**config.mk**
```make
export PLATFORM = sky130hd
export DESIGN_NAME = enc_ovf_counter
export DESIGN_NICKNAME = d
export VERILOG_FILES = /design/src/rtl/enc_ovf_pkg.sv /design/src/rtl/enc_step_counter.sv /design/src/rtl/enc_clr_decode.sv /design/src/rtl/enc_ovf_fsm.sv /design/src/rtl/enc_ovf_counter.sv
export SDC_FILE = /design/constraint.sdc
export NUM_CORES = 1
export LEC_CHECK = 0
export BUFFER_PORTS_ARGS = -buffer_cell sky130_fd_sc_hd__buf_2
export CAP_MARGIN = 20
export CORE_MARGIN = 2
export CORE_UTILIZATION = 55
export DETAILED_ROUTE_END_ITERATION = 8
export GPL_ROUTABILITY_DRIVEN = 0
export HOLD_SLACK_MARGIN = 0.15
export PLACE_DENSITY = 0.79
export SYNTH_ARGS = -nofsm -noshare
export SYNTH_HDL_FRONTEND = slang
export SYNTH_SLANG_ARGS = --single-unit
export TNS_END_PERCENT = 100
```
**constraint.sdc**
```tcl
create_clock -name clk -period 2.3 [get_ports clk]
set_clock_uncertainty 0.1 [all_clocks]
set_input_delay 0.115 -clock clk [delete_from_list [all_inputs] [get_ports clk]]
set_output_delay 0.115 -clock clk [all_outputs]
set_load 0.02 [all_outputs]
```
**src/rtl/enc_ovf_pkg.sv**
```systemverilog
package enc_ovf_pkg;
    // Flag holder states
    typedef enum logic {
        OVF_IDLE    = 1'b0,
        OVF_PENDING = 1'b1
    } ovf_state_e;
endpackage

```
**src/rtl/enc_step_counter.sv**
```systemverilog
module enc_step_counter #(
    parameter int W = 16
) (
    input  logic         clk,
    input  logic         rst,
    input  logic         cnt_en,
    input  logic         dir_up,
    output logic [W-1:0] cnt,
    output logic         wrap_up
);
    localparam logic [W-1:0] CNT_MAX  = {W{1'b1}};
    localparam logic [W-1:0] CNT_ZERO = '0;
    localparam logic [W-1:0] CNT_ONE  = {{(W-1){1'b0}}, 1'b1};

    logic [W-1:0] cnt_q;
    logic [W-1:0] cnt_d;

    // Up-wrap: an increment taken at the all-ones value
    assign wrap_up = cnt_en && dir_up && (cnt_q == CNT_MAX);

    always_comb begin
        cnt_d = cnt_q;
        if (cnt_en) begin
            if (dir_up) cnt_d = cnt_q + CNT_ONE;
            else        cnt_d = cnt_q - CNT_ONE;
        end
    end

    always_ff @(posedge clk) begin
        if (rst) cnt_q <= CNT_ZERO;
        else     cnt_q <= cnt_d;
    end

    assign cnt = cnt_q;


    hold_when_idle_chk: assert property (@(posedge clk) disable iff (rst)
        !cnt_en |=> $stable(cnt));

    up_step_chk: assert property (@(posedge clk) disable iff (rst)
        (cnt_en && dir_up) |=> (cnt == $past(cnt) + CNT_ONE));

    down_step_chk: assert property (@(posedge clk) disable iff (rst)
        (cnt_en && !dir_up) |=> (cnt == $past(cnt) - CNT_ONE));

    no_down_wrap_flag_chk: assert property (@(posedge clk) disable iff (rst)
        !dir_up |-> !wrap_up);

    cnt_reset_chk: assert property (@(posedge clk)
        rst |=> (cnt == CNT_ZERO));
endmodule

```
**src/rtl/enc_clr_decode.sv**
```systemverilog
module enc_clr_decode (
    input  logic clr_wr,
    input  logic clr_wdata,
    input  logic sw_start,
    input  logic tmr_en,
    input  logic ext_start,
    output logic clr_req,
    output logic clr_rd
);
    logic clr_by_cmd;
    logic clr_by_start;
    logic clr_by_ext;

    // Only a written 1 counts; a written 0 is ignored
    assign clr_by_cmd   = clr_wr && clr_wdata;
    // Start trigger clears only while the timer is stopped
    assign clr_by_start = sw_start && !tmr_en;
    // Level-sensitive external start
    assign clr_by_ext   = ext_start;

    assign clr_req = clr_by_cmd || clr_by_start || clr_by_ext;

    // The command bit is write-only in effect: reads return 0
    assign clr_rd = 1'b0;
endmodule

```
**src/rtl/enc_ovf_fsm.sv**
```systemverilog
module enc_ovf_fsm
    import enc_ovf_pkg::*;
(
    input  logic clk,
    input  logic rst,
    input  logic wrap_up,
    input  logic clr_req,
    output logic ovf_flag,
    output logic ovf_irq
);
    ovf_state_e state_q;
    ovf_state_e state_d;
    logic       irq_q;

    // Next state: set has priority over clear
    always_comb begin
        state_d = state_q;
        unique case (state_q)
            OVF_IDLE: begin
                if (wrap_up) state_d = OVF_PENDING;
            end
            OVF_PENDING: begin
                if (wrap_up)      state_d = OVF_PENDING;
                else if (clr_req) state_d = OVF_IDLE;
            end
        endcase
    end

    // State register
    always_ff @(posedge clk) begin
        if (rst) state_q <= OVF_IDLE;
        else     state_q <= state_d;
    end

    // Output register: interrupt aligned with the wrap
    always_ff @(posedge clk) begin
        if (rst) irq_q <= 1'b0;
        else     irq_q <= wrap_up;
    end

    assign ovf_flag = (state_q == OVF_PENDING);
    assign ovf_irq  = irq_q;


    wrap_sets_chk: assert property (@(posedge clk) disable iff (rst)
        wrap_up |=> (ovf_irq && ovf_flag));

    irq_single_chk: assert property (@(posedge clk) disable iff (rst)
        !wrap_up |=> !ovf_irq);

    flag_sticky_chk: assert property (@(posedge clk) disable iff (rst)
        (!wrap_up && !clr_req) |=> $stable(ovf_flag));

    clear_chk: assert property (@(posedge clk) disable iff (rst)
        (clr_req && !wrap_up) |=> !ovf_flag);

    set_wins_chk: assert property (@(posedge clk) disable iff (rst)
        (clr_req && wrap_up) |=> ovf_flag);

    flag_reset_chk: assert property (@(posedge clk)
        rst |=> (!ovf_flag && !ovf_irq));
endmodule

```
**src/rtl/enc_ovf_counter.sv**
```systemverilog
module enc_ovf_counter #(
    parameter int CNT_W = 16
) (
    input  logic             clk,
    input  logic             rst,
    input  logic             cnt_en,
    input  logic             dir_up,
    input  logic             tmr_en,
    input  logic             sw_start,
    input  logic             ext_start,
    input  logic             clr_wr,
    input  logic             clr_wdata,
    output logic [CNT_W-1:0] cnt,
    output logic             ovf_flag,
    output logic             ovf_irq,
    output logic             clr_rd
);
    logic wrap_up;
    logic clr_req;

    enc_step_counter #(.W(CNT_W)) u_counter (
        .clk     (clk),
        .rst     (rst),
        .cnt_en  (cnt_en),
        .dir_up  (dir_up),
        .cnt     (cnt),
        .wrap_up (wrap_up)
    );

    enc_clr_decode u_clr (
        .clr_wr    (clr_wr),
        .clr_wdata (clr_wdata),
        .sw_start  (sw_start),
        .tmr_en    (tmr_en),
        .ext_start (ext_start),
        .clr_req   (clr_req),
        .clr_rd    (clr_rd)
    );

    enc_ovf_fsm u_fsm (
        .clk      (clk),
        .rst      (rst),
        .wrap_up  (wrap_up),
        .clr_req  (clr_req),
        .ovf_flag (ovf_flag),
        .ovf_irq  (ovf_irq)
    );


    start_while_running_chk: assert property (@(posedge clk) disable iff (rst)
        (sw_start && tmr_en && !ext_start && !(clr_wr && clr_wdata)) |=>
        (ovf_flag == ($past(ovf_flag) || $past(wrap_up))));

    ext_clear_chk: assert property (@(posedge clk) disable iff (rst)
        (ext_start && !wrap_up) |=> !ovf_flag);
endmodule

```
**Yosys cells after proc, flatten, opt, wreduce, memory -nomap -nowiden**

Index checks and enable logic that the tools add are counted.

- Add/subtract/negate cells: 2
- Equality and inequality tests: 1
- Mux-type cells: 5
- Bitwise gates (word level): 1
- Reduce and logical (&&, ||, !) cells: 7

Operators by type and width:

| kind | count |
|---|---|
| $add A16 B1 Y16 const B | 1 |
| $eq A16 B16 Y1 const B | 1 |
| $mux W16 | 1 |
| $sub A16 B1 Y16 const B | 1 |
| $logic_and A1 B1 Y1 | 4 |
| $mux W1 | 3 |
| $logic_or A1 B1 Y1 | 2 |
| $pmux W1 S2 | 1 |
| $logic_not A1 Y1 | 1 |
| $not A1 Y1 | 1 |

- Register bits: 18
- Input bits: 9
- Output and inout port bits: 19
- Logic and storage cells: 19

**Depth between registers and ports, before layout**

- Word-level depth: 7
- Mapped depth: 9
- Gate-level depth less buffers: 8

**Cells and area by module**

From an unflattened synthesis, not the netlist that was laid out.

- Cells, all modules: 184
- Area, all modules: 1,468.9 um2

Modules (own cells, without submodules):

| module | instances | cells an instance | area each (um2) | sequential area each (um2) |
|---|---|---|---|---|
| enc_step_counter | 1 | 173 | 1,377.6 | 320.3 |
| enc_ovf_fsm | 1 | 6 | 62.6 | 40.0 |
| enc_clr_decode | 1 | 5 | 28.8 | 0.0 |

**Worst setup path after synthesis**

Ideal clock, no wire load.

- Path kind: register to register
- Start point: register u_counter.cnt_q[0], in the netlist u_counter.cnt[0]
- End point: register u_counter.cnt_q[12], in the netlist u_counter.cnt[12]
- Library setup time: 120 ps
- Arrival time: 2,007 ps
- Data required time: 2,080 ps
- Path slack: 73 ps
- Stages on the path, launching flop included: 9
- Path buffers: 0
- Clock period less this slack: 2,227 ps
- Cell sequence: dfxtp_1 inv_1 fa_1 nand2b_1 a21oi_2 o2111a_1 a311o_1 nor3_1 a211o_1

- Longest elaborated chain between the ends: 2
- Elaborated cells on any way between the ends: 3
- Those cells by class: add/sub: 2; mux: 1

Ends and longest elaborated chain:

| what | line | text |
|---|---|---|
| start: declaration | enc_step_counter.sv:15 | `logic [W-1:0] cnt_q;` |
| start signal: assignment | enc_step_counter.sv:31 | `else cnt_q <= cnt_d;` |
| $sub A16 B1 Y16 or $add A16 B1 Y16 (tied branches) | enc_step_counter.sv:25, enc_step_counter.sv:24 |  |
| $mux W16 (*) | enc_step_counter.sv:24 | `if (dir_up) cnt_d = cnt_q + CNT_ONE;` |

Every way passes the cells marked *; elsewhere a longest branch is shown, timed or not.
A chain may end at the register's enable or synchronous reset.

==> summary.md <==
| Metric | Value |
|---|---|
| Run status | `completed` |
| Initial antenna violation count | `0` |
| Met2 global-route usage | `between 40% and 50%` |
| Routed vias/inst | `around 6.1` |
| Grt ovf | `0` |
| Synth Flop Type | `dfxtp_1` |
| GR Layer Usage met1 | `32.10%` |
| CP required | `~2.5 ns` |
| Vias in the first global route | `between 1000 and 1500` |
| Max_cap viols | `0` |
| Maximum VDD drop | `458.5 uV` |
| R2R Path Start | `u_counter.cnt[5]` |
| CP startpoint | `rst` |
| Setup TNS | `0 ns` |
| Longest Clk Path Bufs | `2` |
| Final nets | `~240` |
| Htree depth | `1` |
| Most frequent cells in the layout | `26 x buf_2, 18 x dfxtp_1, 15 x nor2_1, 15 x nand2_1, 14 x ha_1` |
| TritonCTS Sinks | `18` |
| Tot GR Track Use | `about a quarter` |
| Die height | `approximately 56 um` |
| RSZ-0062 raised after global routing | `no` |
| Slew HR | `around two thirds` |
| Min Hold Slack | `about 0.18 ns` |
| Hold path start | `dir_up` |
| Worst Path Max Fanout | `22` |
| Ys Warns | `0` |
| Fmax | `approximately 460 MHz` |
| Max-slew violation count | `0` |
| GRT busiest layer | `met2` |
| Final Hold Viols | `0` |
| Setup crit end kind | `flop` |
| Worst slew pin tran | `approximately 0.5 ns` |
| Syn avg cell area | `between 8 and 9 um^2` |
| Final worst path period need | `roughly 2.2 ns` |
| WL per Instance | `about 16 um` |
| Fillers | `around 210` |
| Num rows | `18` |
| Total die area | `~3100 um^2` |
| Placeable Area | `between 2000 and 3000 um^2` |
| Die span in x | `~56 um` |
| DRT iter0 DRCs | `76` |
| Critical path launch point type | `input pin` |
| Post-Syn Instances | `183` |
| Syn nets | `around 210` |
| Post-route DRC | `0` |
| #FFs+latches synth | `18` |
| Skew-Pair Late Insertion Delay | `between 0.3 and 0.4 ns` |
| Pleak | `between 0.8 and 0.9 nW` |
| Largest net degree at the start of global routing | `28` |
| Initial Util | `between 50% and 60%` |
| Port Buf Inserts | `26` |
| Critical path class | `in -> reg` |
| Worst-path clk slew | `0.11 ns` |
| Post-CTS Setup Bufs | `0` |
| Crit path DAT | `between 2 and 2.5 ns` |
| Detailed placement HPWL | `about 2900 um` |
| CTS tree | `built` |
| Setup violations, final | `0` |
| Netlist cell types | `46` |
| Diode count | `0` |
| Tcrit/Tclk final | `95.49%` |
| FFs w/ async S/R, synth | `0%` |
| Total CTS buffers | `3` |
| Synth-to-Final Area Change | `18.68%` |
| Met3 global-route usage | `2.326%` |
| Layout cell share with drive strength beyond 1 | `a little over a fifth` |
| Worst hold path type | `in -> reg` |
| Pwr dens | `712.8 nW/um^2` |
| First-pass GRT wire length | `about 6600 um` |
| Root Buffer | `clkbuf_4` |
| Routed Antenna Nets | `0` |
| Commonest non-fill, non-tap cell in the layout | `buf_2` |
| Drt first pass iters | `4` |
| I/O Pins | `28` |
| Seq/Total Area, Yosys | `around a quarter` |
| Post-Route WL | `between 3000 and 4000 um` |
| Post-Syn Area | `~1500 um^2` |
| DR vias | `1497` |
| Post-synth EDFFs | `0` |
logic make-up after synthesis:
family	count (synthesis)	share of synthesized area [%]
compound gates	54	25.13
xor+xnor	13	7.621
fa+ha+maj	15	13.07
buf+inv	15	4.188
flops	18	24.12
mux	5	3.350
other cells	1	0.2510
simple gates	62	22.28
synth_stat cells (all sizes together), types with 4 or more instances:
cell	count	share of area, %
xnor2	10	5.9
ha	14	12
mux2i	5	3.4
a211oi	5	2.5
nand2	15	3.8
nor2b	4	1.7
clkbuf	5	1.3
a21o	5	2.5
inv	6	1.5
a21oi	15	6.3
nor2	15	3.8
dfxtp	18	24
o21ai	12	4.0
buf	4	1.4
nor3b	4	2.0
nand4	4	1.7
nand2b	9	3.8
path summary, 6_finish.rpt:
path                            cells past startpoint           endpoint  slack, ns
worst min register to register                      2      u_fsm.ovf_irq       0.41
worst max register to register                      7  u_counter.cnt[12]       0.14
worst min-delay path                                4      u_fsm.ovf_irq       0.18
worst max-delay path                                6     u_fsm.ovf_flag       0.10
final cells by class:
type	count	area [um^2]	area share (%)
Multi-Input combinational cell	150	1086	61.26
Sequential cell	18	360.3	20.32
Timing Repair Buffer	38	230.2	12.99
Tap cell	30	37.54	2.117
Clock buffer	4	36.28	2.047
Inverter	6	22.52	1.270
critical path, cell delays in order:
cell and delay (ns):
dlygate4sd3_1 0.53, buf_2 0.26, nand2b_1 0.27, nor4_1 0.48, a21o_1 0.13, dlygate4sd3_1 0.55
where the power goes:
part,leakage [nW],switching (mW),internal [mW],total (mW)
clock,0.0210,0.113,0.0967,0.210
combinational,0.673,0.376,0.269,0.645
sequential,0.148,0.0511,0.358,0.409
metrics by stage:
| stage | power, mW | utilization [%] | setup slack (ns) | cells | instance area (um^2) |
|---|---|---|---|---|---|
| floorplan | 0.8655 | - | 0.07338 | 183 | 1494 |
| global placement | 1.005 | 66.67 | 0.04742 | 238 | 1682 |
| detailed placement | 1.032 | 66.67 | -0.04986 | 238 | 1682 |
| CTS | 1.246 | 69.69 | 0.01519 | 246 | 1758 |
| global route | 1.351 | 70.29 | 0.01678 | 246 | 1773 |
| finish | 1.264 | 70.29 | 0.1038 | 246 | 1773 |
what timing repair did:
action                     CTS  global route
hold endpoints to repair     7             0
resized for setup            0             3
hold buffers                 4             0
setup endpoints to repair    0             4
per-layer routing:
metal  vias up  part of all wire [%]
li1        729                     -
met4         0                   1.9
met3         7                   5.4
met2        59                    49
met5         -                     0
met1       702                    43
state kept, by name (all words and copies together) (netlist names):
signal,count
u_counter.cnt,16
u_fsm.ovf_flag,1
u_fsm.ovf_irq,1
Note: power is estimated with default switching activity, not from simulation.
